**config.mk**
```make
export PLATFORM = sky130hd
export DESIGN_NAME = hold_arbiter
export DESIGN_NICKNAME = d
export VERILOG_FILES = /design/src/rtl/hold_arb_pkg.sv /design/src/rtl/hold_cycle_decode.sv /design/src/rtl/hold_grant_fsm.sv /design/src/rtl/hold_stall_gen.sv /design/src/rtl/hold_arbiter.sv
export SDC_FILE = /design/constraint.sdc
export NUM_CORES = 1
export LEC_CHECK = 0
export CORE_AREA = 2 2 39 41
export DETAILED_ROUTE_END_ITERATION = 10
export DIE_AREA = 0 0 41 43
export PLACE_DENSITY = 0.44
export SLEW_MARGIN = 20
export SYNTH_ARGS = -nofsm -noshare
export SYNTH_HDL_FRONTEND = slang
export SYNTH_SLANG_ARGS = --single-unit
```
**constraint.sdc**
```tcl
create_clock -name clk -period 1 [get_ports clk]
set_input_delay 0.2 -clock clk [delete_from_list [all_inputs] [get_ports clk]]
set_output_delay 0.2 -clock clk [all_outputs]
set_load 0.01 [all_outputs]
```
**src/rtl/hold_arb_pkg.sv**
```systemverilog
package hold_arb_pkg;
    localparam int STATE_W = 3;

    typedef enum logic [STATE_W-1:0] {
        BS_IDLE = 3'd0,
        BS_T1   = 3'd1,
        BS_T2   = 3'd2,
        BS_T3   = 3'd3,
        BS_TW   = 3'd4,
        BS_T4   = 3'd5
    } bus_state_e;

    typedef enum logic [1:0] {
        ARB_OWN   = 2'd0,
        ARB_GRANT = 2'd1,
        ARB_TAIL  = 2'd2
    } arb_state_e;

    typedef struct packed {
        arb_state_e st;
        logic       ack;
        logic       flt;
    } arb_regs_t;
endpackage

```
**src/rtl/hold_cycle_decode.sv**
```systemverilog
module hold_cycle_decode
    import hold_arb_pkg::*;
#(
    parameter int W = STATE_W
) (
    input  logic [W-1:0] bus_state,
    output logic         at_boundary
);
    localparam logic [W-1:0] CODE_IDLE = W'(BS_IDLE);
    localparam logic [W-1:0] CODE_LAST = W'(BS_T4);

    always_comb begin
        at_boundary = (bus_state == CODE_IDLE) || (bus_state == CODE_LAST);
    end
endmodule

```
**src/rtl/hold_grant_fsm.sv**
```systemverilog
module hold_grant_fsm
    import hold_arb_pkg::*;
(
    input  logic clk,
    input  logic rst,
    input  logic hold_req,
    input  logic lock,
    input  logic at_boundary,
    output logic ack_q_o,
    output logic flt_q_o
);
    arb_regs_t regs_d, regs_q;
    logic      may_grant;

    always_comb begin
        may_grant = hold_req && !lock && at_boundary;
        regs_d    = regs_q;
        case (regs_q.st)
            ARB_OWN: begin
                if (may_grant) regs_d.st = ARB_GRANT;
            end
            ARB_GRANT: begin
                if (!hold_req) regs_d.st = ARB_TAIL;
            end
            ARB_TAIL: begin
                regs_d.st = may_grant ? ARB_GRANT : ARB_OWN;
            end
            default: regs_d.st = ARB_OWN;
        endcase
        regs_d.ack = (regs_d.st == ARB_GRANT);
        regs_d.flt = (regs_d.st != ARB_OWN);
    end

    always_ff @(posedge clk) begin
        if (rst) begin
            regs_q <= '{st: ARB_OWN, ack: 1'b0, flt: 1'b0};
        end else begin
            regs_q <= regs_d;
        end
    end

    assign ack_q_o = regs_q.ack;
    assign flt_q_o = regs_q.flt;
endmodule

```
**src/rtl/hold_stall_gen.sv**
```systemverilog
module hold_stall_gen (
    input  logic hold_req,
    input  logic lock,
    input  logic flt_q,
    output logic seq_stall
);
    always_comb begin
        seq_stall = flt_q || (hold_req && !lock);
    end
endmodule

```
**src/rtl/hold_arbiter.sv**
```systemverilog
module hold_arbiter
    import hold_arb_pkg::*;
(
    input  logic               clk,
    input  logic               rst,
    input  logic               hold_req,
    input  logic               lock,
    input  logic [STATE_W-1:0] bus_state,
    output logic               hold_ack,
    output logic               bus_float,
    output logic               seq_stall
);
    logic at_boundary;
    logic ack_q;
    logic flt_q;

    hold_cycle_decode #(.W(STATE_W)) u_decode (
        .bus_state  (bus_state),
        .at_boundary(at_boundary)
    );

    hold_grant_fsm u_fsm (
        .clk        (clk),
        .rst        (rst),
        .hold_req   (hold_req),
        .lock       (lock),
        .at_boundary(at_boundary),
        .ack_q_o    (ack_q),
        .flt_q_o    (flt_q)
    );

    hold_stall_gen u_stall (
        .hold_req (hold_req),
        .lock     (lock),
        .flt_q    (flt_q),
        .seq_stall(seq_stall)
    );

    assign hold_ack  = ack_q;
    assign bus_float = flt_q;
endmodule

```
; Word level (Yosys, flattened, before mapping)
; Index checks and enable logic that the tools add are counted.
[word_totals]
elab_cells = 19
output_inout_bits = 3
in_bits = 7
reg_bits = 4
[classes]
eq_ne = 4
n_reduce_logical = 8
muxes = 4
[ops]
columns = operator, n
row1 = 2-bit one-hot mux with 3 select lines, 1
row2 = "2-bit by 1-bit == test with 1-bit output, second input constant", 2
row3 = 2-bit 2-to-1 mux, 2
row4 = "3-bit == test, second input constant", 1
row5 = 3-bit logical NOT, 1
row6 = "2-bit == test, second input constant", 1
row7 = 1-bit logical AND, 2
row8 = 2-bit logical NOT, 1
row9 = 1-bit logical OR, 2
row10 = 2-bit nonzero test, 1
row11 = 1-bit logical NOT, 1
row12 = 1-bit 2-to-1 mux, 1

; Depth between registers and ports, before layout
[depth]
depth_word = 6
depth_mapped = 3
ltp_nobuf = 3

; Hierarchy
; A second synthesis with hierarchy kept.
[hier_totals]
cells_unflattened = 15
hier_area_um2 = 146.4
[modules_own_cells]
columns = module, area_each_um2, seq_area_each_um2, cells_each, n_inst
row1 = hold_grant_fsm, 122.6, 80.1, 11, 1
row2 = hold_cycle_decode, 12.5, 0.0, 2, 1
row3 = hold_stall_gen, 11.3, 0.0, 2, 1

; Worst setup path after synthesis
; No wires, ideal clock.
[synth_path]
kind = register to register
from = reg u_fsm.regs_q[2]
to = reg u_fsm.regs_q[1], in the netlist u_fsm.ack_q_o
path_stages_with_launch = 3
synth_period_minus_slack_ns = 0.994
path_buffers = 0
setup_ns = 0.070
slack_ns = 0.006
required_time_ns = 0.930
t_arrival_ns = 0.924
path_cell_list = dfxtp_1 -> or4_4 -> a21oi_1
[synth_between]
elab_chain_len = 3
elab_cells_between_ends = 7
classes_between = 3 x eq/ne / 3 x mux / 1 x reduce/logical
[synth_rtl]
columns = item, line
row1 = from (decl), hold_grant_fsm.sv:12  ; arb_regs_t regs_d, regs_q;
row2 = from (signal assigned), hold_grant_fsm.sv:36  ; regs_q <= '{st: ARB_OWN, ack: 1'b0, flt: 1'b0};
row3 = from (signal assigned), hold_grant_fsm.sv:38  ; regs_q <= regs_d;
row4 = 2-bit == test (tied with other cells), hold_grant_fsm.sv:18  ; case (regs_q.st)
row5 = 2-bit one-hot mux with 3 select lines *, hold_grant_fsm.sv:18
row6 = 2-bit by 1-bit == test with 1-bit output *, hold_grant_fsm.sv:30  ; regs_d.ack = (regs_d.st == ARB_GRANT);
; Every way passes the cells marked *; elsewhere a longest branch is shown, timed or not.
; A chain may end at the register's enable or synchronous reset.

; Worst setup path after layout
[layout_path]
from = reg u_fsm.regs_q[0], in the netlist u_fsm.flt_q_o
to = out seq_stall
[layout_between]
elab_chain_len = 1
[layout_rtl]
columns = item, line
row1 = 1-bit logical OR, hold_stall_gen.sv:8  ; seq_stall = flt_q || (hold_req && !lock);
row2 = to (decl), hold_arbiter.sv:11  ; output logic seq_stall
; No other way between the ends.

==> results.yml <==
yosys:
  synthCells: 14
  synthDistinctLibCells: 8
  netlist_top_cells_count: "dfxtp_1 (4), a21oi_1 (3), nand2b_1 (2)"
  ys_ff_latch: 4
  yosysTopAreaCell: "dfxtp_1"
  synth_edf_count: 0
  ys.flop_type: "dfxtp_1"
  synth_most_common_cell: "dfxtp_1"
  synthArstFlopShare: 0
  yosysTopAreaCellShare: 0.542
  avgSynthCellArea_sq_um: 10.5
  syn_nets: 21
  synth-seq-area-share: 0.542
  synthTopCellsByArea: "dfxtp_1 (54%), a21oi_1 (10%), nand2b_1 (8.5%)"
  yosysWarnings: 0
  synth_area_sq_um: 148
global_routing:
  grt_overflow_total: 0
  grt_pass1_vias: 150
  track_usage: 0.0552
  grt_first_pass_wirelength_um: 586
  grt_start_max_net_pins: 5
  antenna_found_initial: 0
placement:
  gp_congestion: 0.641
  placed_cells: 42
  place_area_sq_um: 280
  io_buffer_count: 9
  post-place-ws_ns: -0.667
status:
  failed_checks: "setup timing"
  status: "finished with violations"
die:
  die-height_um: 43
  start_util: 0.107
  die_w_um: 41
  pin_count: 10
  core_sq_um: 1380
  num_rows: 14
  die_area_sq_um: 1760
finish:
  final.fill_count: 156
  postLayoutCellArea_sq_um: 317
  drive_gt1_frac: 0.448
  fin_nets: 38
  insertedDiodeCount: 0
  syn2layout_area_growth_pct: 114
  regArea_sq_um: 80.1
  multi_input_area_sq_um: 86.3
  post-route-util: 0.229
  stdcell_count: 45
route:
  drc: 0
  post_drt_wl_per_cell_um: 8.00
  vias: 150
  drtIter0Drc: 2
  drt-total-wl_um: 360
  drtAntennaViolNets: 0
  vias_per_cell: 3.33
  drt_pass1_iterations: 2
clock_network:
  cts_tree: "yes"
  cts_buffers: 3
  clockRootBuffer: "clkbuf_4"
  holdBufCountCts: 0
  clock_sinks: 4
  cts.clk_slew.worst_paths_ns: 0.04
  cts_buffer_depth: 2
  post_cts_buffers: 0
  h-tree-depth: 1
  clk_latency_ns: 0.23
timing:
  setup_violations: 4
  tns_ns: -0.102
  fin_crit_sh: 1.07
  rsz0062_at_grt: "true"
  relSlewSlack: 0.860
  worst_hold_slack_ns: 0.407
  worst_slew_pin_slew_ns: 0.209
  clock-skew-final_ns: 0.00161
  maxSlewViolCount: 0
  finalCriticalPeriod_ns: 1.07
  final-hold-violation-count: 0
  fmax_mhz: 938
  layout_setup_ws_ns: -0.0658
setup_path:
  slowest_stage: "dfxtp_1"
  required_ns: 0.80
  critPathMaxFanout: 2
  worst-setup-path-type: "reg -> out"
  cp-start-kind: "flip-flop"
  crit_chain: "or2b_1 > buf_6"
  max_stage_delay_ns: 0.30
  arrival_ns: 0.87
  end_kind: "primary output"
power_and_ir_drop:
  powerDensity_nw_per_um2: 1320
  p_leak_nw: 0.134
  ir_drop_v: 0.000589
  finalPower_mw: 0.417
worst_hold_path:
  hold_path_class: "in -> reg"
run:
  cap_violations: 0
==> layout make-up <==
| type | count | area share |
|---|---|---|
| flip-flops and latches | 4 | 0.253 |
| multi-input cells | 10 | 0.273 |
| repair buffers | 12 | 0.340 |
| well taps | 16 | 0.0632 |
| clock buffers | 3 | 0.0711 |
==> path summary, 6_finish.rpt <==
kind | to | slack (ns) | cells after the start | startpoint
hold / removal | u_fsm.flt_q_o | 0.41 | 3 | bus_state[1]
hold reg to reg | u_fsm.regs_q[3] | 0.55 | 2 | u_fsm.regs_q[3]
setup / recovery | seq_stall | -0.07 | 2 | u_fsm.flt_q_o
setup reg to reg | u_fsm.regs_q[2] | 0.05 | 2 | u_fsm.regs_q[2]
==> power by group <==
group | total, mW | leakage, nW | switching (mW) | internal, mW
sequential | 0.166 | 0.0324 | 0.00144 | 0.165
clock | 0.190 | 0.0138 | 0.0566 | 0.134
combinational | 0.0610 | 0.0877 | 0.0220 | 0.0390
total | 0.417 | 0.134 | 0.0800 | 0.337
==> cell families (layout without fill, tap and decap cells) <==
family,after synthesis,in the layout,synth area share
DFF,4,4,0.542
xor gates and xnor gates,1,1,0.0593
and+or+nand+nor,6,6,0.297
buffers and inverters,0,15,0
AOI/OAI and AO/OA,3,3,0.102
==> layer usage <==
| layer | vias up | wire [um] | track usage | part of all wire |
|---|---|---|---|---|
| met5 | - | 0 | 0 | 0 |
| met4 | 0 | 8 | 0.0200 | 0.022 |
| met3 | 2 | 63 | 0.0681 | 0.18 |
| met2 | 10 | 140 | 0.0563 | 0.39 |
| met1 | 59 | 148 | 0.0673 | 0.41 |
| li1 | 79 | - | - | - |
==> timing repair <==
item,in CTS,in global routing
gates resized for setup,21,3
pin swaps,3,2
hold endpoints to repair,0,0
endpoints found under the setup margin,6,5
==> layout by cell type, fill, tap and decap left out, types with 3 or more instances in the layout <==
| cell | netlist | layout |
|---|---|---|
| a21oi_2 | 0 | 3 |
| buf_4 | 0 | 3 |
| clkbuf_4 | 0 | 3 |
| clkdlybuf4s15_1 | 0 | 5 |
| dfxtp_1 | 4 | 4 |
==> critical path, delay by kind of cell, from the launching register on <==
family,cells,cell delay (ns)
buffers and inverters,1,0.12
AND/OR/NAND/NOR,1,0.22
flip-flops,1,0.30
==> sequential cells by signal (all words and copies together), names as in the netlist <==
| register | cells |
|---|---|
| u_fsm.ack_q_o | 1 |
| u_fsm.regs_q | 2 |
| u_fsm.flt_q_o | 1 |
Note: power is estimated with default switching activity, not from simulation.
